===== config.mk =====
export PLATFORM = sky130hd
export DESIGN_NAME = e1_sa_link
export DESIGN_NICKNAME = d
export VERILOG_FILES = /design/src/rtl/e1sa_pkg.sv /design/src/rtl/e1sa_frame_pos.sv /design/src/rtl/e1sa_tx_insert.sv /design/src/rtl/e1sa_chg_latch.sv /design/src/rtl/e1sa_rx_extract.sv /design/src/rtl/e1_sa_link.sv
export SDC_FILE = /design/constraint.sdc
export NUM_CORES = 1
export LEC_CHECK = 0
export ABC_AREA = 1
export BUFFER_PORTS_ARGS = -buffer_cell sky130_fd_sc_hd__buf_2
export CAP_MARGIN = 20
export CORE_MARGIN = 4
export CORE_UTILIZATION = 55
export DETAILED_ROUTE_END_ITERATION = 8
export GPL_TIMING_DRIVEN = 0
export PLACE_DENSITY = 0.8
export SKIP_CTS_REPAIR_TIMING = 1
export SLEW_MARGIN = 20
export SYNTH_ARGS = -nofsm -noshare
export SYNTH_HDL_FRONTEND = slang
export SYNTH_SLANG_ARGS = --single-unit

===== constraint.sdc =====
create_clock -name clk -period 4.15 [get_ports clk]
set_input_delay 0.415 -clock clk [delete_from_list [all_inputs] [get_ports clk]]
set_output_delay 0.415 -clock clk [all_outputs]
set_load 0.02 [all_outputs]

===== src/rtl/e1sa_pkg.sv =====
// Shared constants and types for the E1 national bit data link.
// Assumes a timeslot-zero layout with Sa4..Sa8 at zero-based bit positions 3..7.
package e1sa_pkg;
    localparam int SA_NUM   = 5;   // Sa4..Sa8
    localparam int SA_FIRST = 3;   // zero-based position of Sa4 in timeslot zero
    localparam int SEL_W    = 2;   // width of one source select field

    typedef enum logic [SEL_W-1:0] {
        SRC_REG  = 2'd0,
        SRC_HDLC = 2'd1,
        SRC_PIN  = 2'd2,
        SRC_BP   = 2'd3
    } sa_src_e;
endpackage


===== src/rtl/e1sa_frame_pos.sv =====
// Bit position and frame-type tracker for one direction.
// A sync pulse marks position 0 and loads the frame type; without sync
// the counter wraps modulo BITS and the frame type toggles on each wrap.
// The outputs are combinational from the current inputs and the held state.
module e1sa_frame_pos
    import e1sa_pkg::*;
#(
    parameter int BITS = 256
) (
    input  logic                     clk,
    input  logic                     rst_n,
    input  logic                     sync,
    input  logic                     nfas_in,
    output logic [$clog2(BITS)-1:0]  pos,
    output logic                     nfas,
    output logic                     sa_win,
    output logic [2:0]               sa_idx
);
    localparam int PW = $clog2(BITS);
    localparam logic [PW-1:0] LAST  = PW'(BITS - 1);
    localparam logic [PW-1:0] FIRST = PW'(SA_FIRST);
    localparam logic [PW-1:0] FINAL = PW'(SA_FIRST + SA_NUM - 1);

    logic [PW-1:0] cnt_q;
    logic          nfas_q;
    logic          wrap;
    logic [PW-1:0] rel;

    // Next position and frame type from sync or from the flywheel.
    always_comb begin
        wrap = (cnt_q == LAST);
        if (sync) begin
            pos  = '0;
            nfas = nfas_in;
        end else begin
            pos  = wrap ? '0 : cnt_q + 1'b1;
            nfas = wrap ? ~nfas_q : nfas_q;
        end
        rel    = pos - FIRST;
        sa_idx = rel[2:0];
        sa_win = nfas && (pos >= FIRST) && (pos <= FINAL);
    end

    // Hold the current position and frame type.
    always_ff @(posedge clk) begin
        if (!rst_n) begin
            cnt_q  <= LAST;
            nfas_q <= 1'b1;
        end else begin
            cnt_q  <= pos;
            nfas_q <= nfas;
        end
    end
endmodule


===== src/rtl/e1sa_tx_insert.sv =====
// Transmit Sa inserter. Each Sa position picks its own source. The
// register source is sampled at the start of each odd frame. Output is
// registered: one clock of latency for every bit.
module e1sa_tx_insert
    import e1sa_pkg::*;
(
    input  logic                      clk,
    input  logic                      rst_n,
    input  logic                      frame_start,
    input  logic                      sa_win,
    input  logic [2:0]                sa_idx,
    input  logic [SA_NUM*SEL_W-1:0]   sa_src,
    input  logic                      hdlc_path_sel,
    input  logic [SA_NUM-1:0]         tx_sa_reg,
    input  logic                      tx_in,
    input  logic                      hdlc_tx_bit,
    input  logic                      dl_tx_data,
    input  logic                      bp_tx_bit,
    output logic                      tx_out,
    output logic                      hdlc_tx_req,
    output logic                      dl_tx_clk
);
    logic [SA_NUM-1:0] snap_q;
    logic [SA_NUM-1:0] cand;
    logic [SA_NUM-1:0] use_pin;
    logic [SA_NUM-1:0] use_hdlc;
    logic              cur;

    // Sample the processor register once per odd frame.
    always_ff @(posedge clk) begin
        if (!rst_n)           snap_q <= '0;
        else if (frame_start) snap_q <= tx_sa_reg;
    end

    for (genvar k = 0; k < SA_NUM; k++) begin : g_pos
        sa_src_e sel;
        assign sel = sa_src_e'(sa_src[k*SEL_W +: SEL_W]);
        // Candidate bit for Sa position k from its selected source.
        always_comb begin
            use_pin[k]  = (sel == SRC_PIN);
            use_hdlc[k] = (sel == SRC_HDLC) && !hdlc_path_sel;
            unique case (sel)
                SRC_REG:  cand[k] = snap_q[k];
                SRC_HDLC: cand[k] = hdlc_path_sel ? tx_in : hdlc_tx_bit;
                SRC_PIN:  cand[k] = dl_tx_data;
                SRC_BP:   cand[k] = bp_tx_bit;
                default:  cand[k] = tx_in;
            endcase
        end
    end

    // Choose between the pass-through bit and the Sa candidate; drive strobes.
    always_comb begin
        cur         = sa_win ? cand[sa_idx] : tx_in;
        dl_tx_clk   = sa_win && use_pin[sa_idx];
        hdlc_tx_req = sa_win && use_hdlc[sa_idx];
    end

    // Register the outgoing bit.
    always_ff @(posedge clk) begin
        if (!rst_n) tx_out <= 1'b0;
        else        tx_out <= cur;
    end
endmodule


===== src/rtl/e1sa_chg_latch.sv =====
// Per-bit sticky change flags. On upd, each bit whose new value differs
// from the old one sets (only when armed). clr clears every flag; a set in
// the same clock wins.
module e1sa_chg_latch #(
    parameter int W = 5
) (
    input  logic         clk,
    input  logic         rst_n,
    input  logic         upd,
    input  logic         arm,
    input  logic [W-1:0] new_val,
    input  logic [W-1:0] old_val,
    input  logic         clr,
    output logic [W-1:0] lat
);
    for (genvar k = 0; k < W; k++) begin : g_bit
        logic set_k;
        assign set_k = upd && arm && (new_val[k] != old_val[k]);
        // Set on a change, clear on a read, set has priority.
        always_ff @(posedge clk) begin
            if (!rst_n) lat[k] <= 1'b0;
            else        lat[k] <= set_k | (lat[k] & ~clr);
        end
    end
endmodule


===== src/rtl/e1sa_rx_extract.sv =====
// Receive Sa extractor. It collects the five Sa bits of each odd frame,
// updates the receive register after Sa8, mirrors each bit onto the serial
// data link pin one clock later, and feeds the change latch.
module e1sa_rx_extract
    import e1sa_pkg::*;
(
    input  logic              clk,
    input  logic              rst_n,
    input  logic              sa_win,
    input  logic [2:0]        sa_idx,
    input  logic              rx_in,
    input  logic              stat_rd,
    input  logic [SA_NUM-1:0] irq_mask,
    output logic [SA_NUM-1:0] rx_sa,
    output logic [SA_NUM-1:0] sa_latched,
    output logic              irq,
    output logic              dl_rx_clk,
    output logic              dl_rx_data
);
    logic [SA_NUM-1:0] cap_q;
    logic [SA_NUM-1:0] full;
    logic              done;
    logic              have_prev_q;

    // Merge the bit that is arriving into the bits already collected.
    always_comb begin
        done = sa_win && (sa_idx == 3'(SA_NUM - 1));
        for (int k = 0; k < SA_NUM; k++)
            full[k] = (sa_win && sa_idx == 3'(k)) ? rx_in : cap_q[k];
    end

    // Collect bits, publish the register, and note that a value exists.
    always_ff @(posedge clk) begin
        if (!rst_n) begin
            cap_q       <= '0;
            rx_sa       <= '0;
            have_prev_q <= 1'b0;
        end else begin
            if (sa_win) cap_q <= full;
            if (done) begin
                rx_sa       <= full;
                have_prev_q <= 1'b1;
            end
        end
    end

    // Serial data link output, one clock behind each received Sa bit.
    always_ff @(posedge clk) begin
        if (!rst_n) begin
            dl_rx_clk  <= 1'b0;
            dl_rx_data <= 1'b0;
        end else begin
            dl_rx_clk  <= sa_win;
            dl_rx_data <= sa_win && rx_in;
        end
    end

    e1sa_chg_latch #(.W(SA_NUM)) u_lat (
        .clk     (clk),
        .rst_n   (rst_n),
        .upd     (done),
        .arm     (have_prev_q),
        .new_val (full),
        .old_val (rx_sa),
        .clr     (stat_rd),
        .lat     (sa_latched)
    );

    // Interrupt from any unmasked flag.
    always_comb irq = |(sa_latched & ~irq_mask);
endmodule


===== src/rtl/e1_sa_link.sv =====
// E1 national bit data link top. It tracks the transmit and receive
// frame positions separately and connects the Sa inserter and extractor.
// Assumes the framer gives a sync pulse on bit 1 of timeslot zero.
module e1_sa_link
    import e1sa_pkg::*;
#(
    parameter int BITS_PER_FRAME = 256
) (
    input  logic                    clk,
    input  logic                    rst_n,
    input  logic                    tx_sync,
    input  logic                    tx_nfas,
    input  logic                    tx_in,
    output logic                    tx_out,
    input  logic [SA_NUM*SEL_W-1:0] sa_src,
    input  logic                    hdlc_path_sel,
    input  logic [SA_NUM-1:0]       tx_sa_reg,
    input  logic                    hdlc_tx_bit,
    output logic                    hdlc_tx_req,
    input  logic                    dl_tx_data,
    output logic                    dl_tx_clk,
    input  logic                    bp_tx_bit,
    input  logic                    rx_sync,
    input  logic                    rx_nfas,
    input  logic                    rx_in,
    output logic [SA_NUM-1:0]       rx_sa,
    output logic [SA_NUM-1:0]       sa_latched,
    input  logic                    stat_rd,
    input  logic [SA_NUM-1:0]       irq_mask,
    output logic                    irq,
    output logic                    dl_rx_clk,
    output logic                    dl_rx_data
);
    localparam int PW = $clog2(BITS_PER_FRAME);

    logic [PW-1:0] tx_pos, rx_pos;
    logic          tx_nf, rx_nf;
    logic          tx_win, rx_win;
    logic [2:0]    tx_idx, rx_idx;
    logic          tx_start;

    e1sa_frame_pos #(.BITS(BITS_PER_FRAME)) u_txpos (
        .clk(clk), .rst_n(rst_n), .sync(tx_sync), .nfas_in(tx_nfas),
        .pos(tx_pos), .nfas(tx_nf), .sa_win(tx_win), .sa_idx(tx_idx)
    );

    e1sa_frame_pos #(.BITS(BITS_PER_FRAME)) u_rxpos (
        .clk(clk), .rst_n(rst_n), .sync(rx_sync), .nfas_in(rx_nfas),
        .pos(rx_pos), .nfas(rx_nf), .sa_win(rx_win), .sa_idx(rx_idx)
    );

    // Start of an odd frame on the transmit side.
    always_comb tx_start = tx_nf && (tx_pos == '0);

    e1sa_tx_insert u_tx (
        .clk(clk), .rst_n(rst_n), .frame_start(tx_start),
        .sa_win(tx_win), .sa_idx(tx_idx), .sa_src(sa_src),
        .hdlc_path_sel(hdlc_path_sel), .tx_sa_reg(tx_sa_reg),
        .tx_in(tx_in), .hdlc_tx_bit(hdlc_tx_bit), .dl_tx_data(dl_tx_data),
        .bp_tx_bit(bp_tx_bit), .tx_out(tx_out),
        .hdlc_tx_req(hdlc_tx_req), .dl_tx_clk(dl_tx_clk)
    );

    e1sa_rx_extract u_rx (
        .clk(clk), .rst_n(rst_n), .sa_win(rx_win), .sa_idx(rx_idx),
        .rx_in(rx_in), .stat_rd(stat_rd), .irq_mask(irq_mask),
        .rx_sa(rx_sa), .sa_latched(sa_latched), .irq(irq),
        .dl_rx_clk(dl_rx_clk), .dl_rx_data(dl_rx_data)
    );
endmodule


Word level (Yosys, flattened, before mapping). Cells that the tools add are included.

Register bits: 42. Output and inout bits: 16. Input bits: 33.

Multiplexer cells: 26. Bitwise operators: 15. Equal/unequal tests: 26. Reductions and logical operators: 33. $add $sub $neg: 4. Order comparisons: 5.

Operators with widths (number): two-way mux 8 bit (4); logical AND 1 bit (24); == test 2 bit (second input constant) (10); case mux 1 bit (4 select lines) (5); adder 8 x 1 -> 8 bit (second input constant) (2); == test 8 bit (second input constant) (2); >= comparator 8 x 2 -> 1 bit (second input constant) (2); less-or-equal comparator 8 x 3 -> 1 bit (second input constant) (2); two-way mux 1 bit (14); == test 2 x 1 -> 1 bit (second input constant) (5); zero test 2 bit (5); binary-select mux 1 bit (select 3 bit) (3); zero test 8 bit (1); == test 3 x 2 -> 1 bit (second input constant) (2); subtractor 3 x 2 -> 3 bit (second input constant) (2); bitwise AND 1 bit (5); bitwise AND 5 bit (1); != test 1 bit (5); inverter 5 bit (1); OR 1 bit (5); OR reduction 5 bit (1); < comparator 3 x 4 -> 1 bit (second input constant) (1); == test 3 x 1 -> 1 bit (second input constant) (1); == test 3 bit (second input constant) (1); 3 further kinds (5).

Longest topological paths before layout. Gate-level depths: netlist of run 1.

Depth after elaboration: 11. Mapped depth: 18.

Hierarchy. A second synthesis of run 1 with hierarchy kept.

Cell total of the unflattened synthesis: 413. Area total of the unflattened synthesis: 2570.0 µm².

By module, submodules not included: e1sa_frame_pos (cells each 80, instances 2, area each 548.0 µm²); e1sa_rx_extract (cells each 90, instances 1, area each 601.8 µm²); e1sa_tx_insert (cells each 112, instances 1, area each 581.8 µm²); e1sa_chg_latch (cells each 44, instances 1, area each 259.0 µm²); e1_sa_link (cells each 7, instances 1, area each 31.3 µm²).

Worst setup path after synthesis of run 1. OpenSTA, ideal clock, no wires.

Path kind: flip-flop to output port. Start point: register u_txpos.cnt_q[0]. End point: output port dl_tx_clk. Required time: 3.735 ns. Path buffers: 1. Data arrival time: 2.496 ns. Stages on the path, launching flop included: 15. Path slack: 1.239 ns. Path through: dfxtp_1 -> ha_1 -> nand2_1 -> nor2_4 -> nand3_2 -> nor2_1 -> nand2_1 -> nand2_2 -> nor2_1 -> inv_1 -> ha_1 -> clkbuf_1 -> o311ai_0 -> o21ai_0 -> a211oi_1.

Word-level cells in the longest chain between the ends: 7. Elaborated cells on any way between the ends: 14.

RTL lines: start: declaration (RTL line e1sa_frame_pos.sv:24) `logic [PW-1:0] cnt_q;`; start signal: assignment (RTL line e1sa_frame_pos.sv:50) `cnt_q <= pos;`; adder 8 x 1 -> 8 bit or == test 8 bit (tied branches) (RTL line e1sa_frame_pos.sv:36, e1sa_frame_pos.sv:31); two-way mux 8 bit (*) (RTL line e1sa_frame_pos.sv:36) `pos = wrap ? '0 : cnt_q + 1'b1;`; two-way mux 8 bit (*) (RTL line e1sa_frame_pos.sv:32) `if (sync) begin`; named net tx_pos[1] (RTL line e1_sa_link.sv:36) `logic [PW-1:0] tx_pos, rx_pos;`; subtractor 3 x 2 -> 3 bit or >= comparator 8 x 2 -> 1 bit (tied branches) (RTL line e1sa_frame_pos.sv:39, e1sa_frame_pos.sv:41); binary-select mux 1 bit (select 3 bit) or logical AND 1 bit (tied branches) (RTL line e1sa_tx_insert.sv:55, e1sa_frame_pos.sv:41); two-way mux 1 bit (not written as such) or logical AND 1 bit (tied branches) (RTL line e1sa_tx_insert.sv:55, e1sa_frame_pos.sv:41); logical AND 1 bit (*) (RTL line e1sa_tx_insert.sv:55) `dl_tx_clk = sa_win && use_pin[sa_idx];`; end: declaration (RTL line e1_sa_link.sv:21) `output logic dl_tx_clk,`.

Mark *: on every way through the listed nets, which the timed path passes. The rest lies on a longest branch. The select of a mux whose other input is x is not followed.

Worst setup path after layout of run 1. Ends and elaborated chain as after synthesis.

==> results.toml, run 1 <==
[outcome]
run_status = "complete, no violations"

[worst_setup_path]
r2r_start = "u_txpos.cnt_q[0]"
rrSetupSlack_ps = 1650
endpoint_kind = "output port"
worstPathRequired_ps = 3730
worstSetupStartpointType = "flip-flop"
crit_type = "flip-flop to output port"
path_max_fanout = 9
worstReg2RegEnd = "u_tx.tx_out"
cp.arrival_ps = 2940
reg2regPathDepth = 18

[global_routing]
grt_use_total = 0.2111
grt_util_met1 = 0.2649
grtUsageMet3 = 0.05073
grt_overflow_total = 0
grt_antenna_before_repair = 0
met2_usage = 0.3607
grt_pass1_wl_um = 9232
busiest_layer = "met2"
first_global_vias = 2201
grt_max_degree = 13

[timing]
rsz0062_at_grt = "no"
drv_slew = 0
finalCriticalPeriod_ps = 3353
fmax_mhz = 298.3
max_slew_margin = 0.7007
fin_tns_setup_ps = 0
skew_ps = 10.82
final_hold_viol_count = 0
tightest_slew_ps = 449.0
period_share = 0.8079
setup_ws_ps = 797.1
setup_viol = 0

[power_and_ir_drop]
ir_drop_mv = 0.2311
power_leakage_nw = 1.429
power_density_nw_per_um2 = 336.4

[synthesis]
synth_seq_area_share = 0.3406
yosysWarnings = 0
yosys_most_used_dff = "dfxtp_1"
synth_area_per_cell_um2 = 6.838
ys_seq_elements = 42
synth_compound_area_frac = 0.1424
synth-simple-area-share = 0.3918
synth_top_family_by_area = "simple AND/OR/NAND/NOR gates"
async_flop_share = 0
synthCells = 361
synth_mux_area_frac = 0
synth_edf_count = 0
synthAdderAreaFrac = 0.02027
synth_cell_types = 39
synth_area_um2 = 2469
synthXorXnorAreaFrac = 0.01064
synth_fp_nets = 398

[placed_design]
dp.cells = 461
place_area_um2 = 2774
gp_congestion = 0.9109
hpwlAfterDp_um = 4197
preCtsSetupSlack_ps = 1144
io_buffers = 48

[cells_and_area]
final_cells = 468
fin_nets = 453
postLayoutCellArea_um2 = 2887
layout_commonest_cell = "nand2_1"
layout_common_cells = "nand2_1, inv_1, buf_2"
antennaDiodeCount = 0
syn2layout_area_growth_pct = 16.93
layout-drive-gt1-share = 0.2212

[die]
ios = 49
dieArea_um2 = 5624
die_h_um = 75.00
initial_core_util = 0.5670
fp.dieW_um = 75.00
core_um2 = 4354
num_rows = 24

[routing]
routed-via-count = 2417
wire_per_inst_um = 11.57
drt_iter0_drc = 102
routed_wl_um = 5414
drc = 0
viasPerCell = 5.165
postRouteAntennaNets = 0
dr.pass1.iters = 4

[cts]
clock-sinks = 42
clock_path_buffers = 2
clkTransAtPathRegs_ps = 80
h-tree-depth = 2
cts_buffers = 5
tritoncts = "built"
cts_root_buffer = "clkbuf_8"
clock_latency_ps = 310

[min_path]
hold_class = "input pin to flip-flop"
hp-start = "tx_in"
holdPathStages = 3
worstHoldEndpoint = "u_tx.tx_out"

[job]
drv_cap = 0
per-layer routing:
metal  wire [um]  vias up
met5           0        -
met4          93        0
met3         192        8
met2        2552       35
met1        2575     1080
li1            -     1294
final cells by class:
cell class              instances  area, um2
fillers                       388       1468
multi-input cells             257       1395
inverters                      57      214.0
well taps                      52      65.06
clock buffers                   6      82.58
clock inverters                 1      30.03
flip-flops and latches         42      840.8
plain buffers                   5      18.77
repair buffers                 48      240.2
power by group:
part | total [W] | internal (W) | switching [W]
logic | 0.000198 | 0.0000711 | 0.000127
clock network | 0.000335 | 0.000193 | 0.000143
registers | 0.000438 | 0.000423 | 0.0000151
total | 0.000971 | 0.000686 | 0.000285
worst max-delay path, stage by stage, from the launching register on:
cell and delay (ps):
dfxtp_1 320, ha_1 200, nand2_1 120, nor2_4 60, nand3_2 80, nor2_1 40
nand2_1 70, nand2_2 80, nor2_1 150, inv_1 80, ha_1 280, clkbuf_1 180
o311ai_0 380, o21ai_0 150, a211oi_1 240, buf_2 210
flip-flops by register name, summed over array words and instances (netlist names), 5 cells and up:
register and flops:
u_rx.cap_q 5, u_rxpos.cnt_q 8, u_rx.u_lat.lat 5, u_tx.snap_q 5, u_txpos.cnt_q 8, u_rx.rx_sa 5
worst max path at each step:
stage | startpoint | endpoint | slack [ps] | cells past startpoint
after floorplan | u_txpos.cnt_q[0] | dl_tx_clk | 1240 | 14
after global placement | u_txpos.cnt_q[0] | dl_tx_clk | 1150 | 15
after detailed placement | u_txpos.cnt_q[0] | dl_tx_clk | 1140 | 15
after CTS | u_txpos.cnt_q[0] | dl_tx_clk | 800 | 15
after global routing | u_txpos.cnt_q[0] | dl_tx_clk | 500 | 15
final | u_txpos.cnt_q[0] | dl_tx_clk | 800 | 15
per-stage QoR:
stage	util	power, W	hold slack (ps)
6_report	0.6629	0.0009711	356.1
5_1_grt	0.6629	0.001019	378.1
4_1_cts	0.6629	0.0009749	357.8
3_5_place_dp	0.6371	0.0006433	474.5
3_3_place_gp	0.6371	0.0006383	465.1
2_1_floorplan	-	0.0005922	449.4
logic make-up after synthesis:
logic type,after synthesis
adder cells (fa/ha/maj),4
AND/OR/NAND/NOR,195
AO/OA/AOI/OAI,55
flip-flops,42
XOR/XNOR,3
buffers and inverters,62
synthesized netlist by cell type (all sizes together), types with 2 or more instances:
master	instances	area, um2
dfxtp	42	840.8
or2	4	25.02
and3	2	12.51
o311ai	2	17.52
a21oi	16	95.10
nand2	86	352.8
inv	57	214.0
nand3	41	237.7
o21bai	2	26.28
xor2	3	26.28
nand3b	2	15.01
nor2	43	226.5
ha	4	50.05
nand4	9	56.30
clkbuf	5	18.77
nor3	7	35.03
o211ai	6	45.04
o21ai	22	113.9
(Power assumes the default switching activity.)
==> inputs of run 2 (changes only) <==
--- a/config.mk
+++ b/config.mk
@@ -9,10 +9,10 @@
 export BUFFER_PORTS_ARGS = -buffer_cell sky130_fd_sc_hd__buf_2
 export CAP_MARGIN = 20
 export CORE_MARGIN = 4
-export CORE_UTILIZATION = 55
+export CORE_UTILIZATION = 50
 export DETAILED_ROUTE_END_ITERATION = 8
 export GPL_TIMING_DRIVEN = 0
-export PLACE_DENSITY = 0.8
+export PLACE_DENSITY = 0.76
 export SKIP_CTS_REPAIR_TIMING = 1
 export SLEW_MARGIN = 20
 export SYNTH_ARGS = -nofsm -noshare
==> constraint.sdc (replaced) <==
create_clock -name clk -period 2.93 [get_ports clk]
set_input_delay 0.293 -clock clk [delete_from_list [all_inputs] [get_ports clk]]
set_output_delay 0.293 -clock clk [all_outputs]
set_load 0.02 [all_outputs]
==> run 2 against run 1 <==
  * Wire length increased by 2.6%
  * Worst setup slack got worse by 670 ps
  * Sequential cell count unchanged
  * Critical endpoint unchanged
  * Via count increased by 2.3%
  * Sequential share of layout area decreased by 0.97 points
  * Clock skew decreased by 5.2 ps
==> results.toml, run 2 (synthesized netlist as in run 1, its figures left out) <==
[outcome]
run_status = "complete, no violations"

[die]
ios = 49
fp.dieW_um = 78.27
num_rows = 25
dieArea_um2 = 6125
initial_core_util = 0.5192
die_h_um = 78.27
core_um2 = 4755

[cts]
clkTransAtPathRegs_ps = 80
cts_root_buffer = "clkbuf_8"
clock-sinks = 42
cts_buffers = 5
clock_latency_ps = 300
tritoncts = "built"
clock_path_buffers = 2
h-tree-depth = 2

[global_routing]
grt_antenna_before_repair = 0
first_global_vias = 2295
grt_max_degree = 15
grtUsageMet3 = 0.04817
met2_usage = 0.3279
grt_pass1_wl_um = 9639
grt_use_total = 0.1931
busiest_layer = "met2"
grt_util_met1 = 0.2348
grt_overflow_total = 0

[routing]
routed_wl_um = 5556
postRouteAntennaNets = 0
routed-via-count = 2473
dr.pass1.iters = 4
drc = 0
viasPerCell = 5.068
drt_iter0_drc = 83
wire_per_inst_um = 11.39

[placed_design]
hpwlAfterDp_um = 4298
gp_congestion = 0.9363
io_buffers = 48
dp.cells = 476

[cells_and_area]
fin_nets = 457
reg_top3 = "u_rxpos.cnt_q (8), u_txpos.cnt_q (8)"
antennaDiodeCount = 0
final_cells = 488
layout_common_cells = "nand2_1, inv_1, buf_2"
fillers = 455
layout-drive-gt1-share = 0.2660
syn2layout_area_growth_pct = 21.34
layout_commonest_cell = "nand2_1"

[job]
drv_cap = 0

[power_and_ir_drop]
ir_drop_mv = 0.2874
power_density_nw_per_um2 = 439.0
power_leakage_nw = 1.452

[timing]
fmax_mhz = 356.2
period_share = 0.9581
skew_ps = 5.594
tightest_slew_ps = 454.0
drv_slew = 0
finalCriticalPeriod_ps = 2807
fin_tns_setup_ps = 0
final_hold_viol_count = 0
max_slew_margin = 0.6974
setup_viol = 0

[worst_setup_path]
rrSetupSlack_ps = 670
crit_type = "flip-flop to output port"
worstSetupStartpointType = "flip-flop"
path_max_fanout = 9
worstPathRequired_ps = 2640
cp.arrival_ps = 2510
endpoint_kind = "output port"

[min_path]
hold_class = "input pin to flip-flop"
run 2: changes by cell type in the layout (fill, tap and decap cells not counted), moves of 2 or more:
cell	previous run	this run
dfxtp_1	42	40
ha_1	4	2
inv_2	6	10
inv_1	51	47
o311ai_0	2	0
dfxtp_2	0	2
o21ai_0	20	18
buf_4	0	5
run 2: cell type report:
cell class              count  area [um2]  area share
plain buffers               4       15.01    0.005013
clock buffers               5       68.82     0.02297
clock inverters             3       21.27    0.007101
inverters                  57       214.0     0.07143
multi-input cells         257        1456      0.4862
flip-flops and latches     42       843.3      0.2815
well taps                  67       83.83     0.02799
repair buffers             53       292.8     0.09774
run 2: through the flow:
stage	utilization	hold WS, ps	cell area [um2]	total power [W]	setup slack, ps
2_1_floorplan	-	438.4	2469	0.0008387	140.9
3_3_place_gp	0.5874	467.1	2793	0.0009055	42.41
3_5_place_dp	0.5874	477.2	2793	0.0009132	37.01
4_1_cts	0.6063	232.9	2883	0.001296	-307.1
5_1_grt	0.6300	253.0	2995	0.001396	-14.65
6_report	0.6300	242.6	2995	0.001315	122.6
run 2: worst max-delay path: stages (launching register included):
cell	delay [ps]
dfxtp_2	340
ha_2	170
nand2_2	70
nor2_4	130
nand3_2	90
nor2_1	100
nand2_1	70
nand2_2	90
nor2_2	60
inv_2	70
ha_4	230
o311ai_1	340
o21ai_2	90
a211oi_2	180
buf_4	180
run 2: report_power, final:
part           switching, W  total, W  internal, W
clock network      0.000215  0.000382     0.000168
logic              0.000192  0.000311     0.000119
registers         0.0000219  0.000621     0.000599
run 2: final timing paths:
path	from	end	depth (start not counted)
hold reg to reg	u_rx.u_lat.lat[1]	u_rx.u_lat.lat[1]	2
setup reg to reg	u_txpos.cnt_q[0]	u_tx.tx_out	17
setup / recovery	u_txpos.cnt_q[0]	dl_tx_clk	14
hold / removal	tx_sa_reg[3]	u_tx.snap_q[3]	3
run 2: routing by layer:
layer  wire, um  vias to the layer above  share of wire
li1           -                     1295              -
met3        254                        6          0.046
met4         73                        0          0.013
met5          0                        -              0
met1       2558                     1125           0.46
met2       2670                       47           0.48
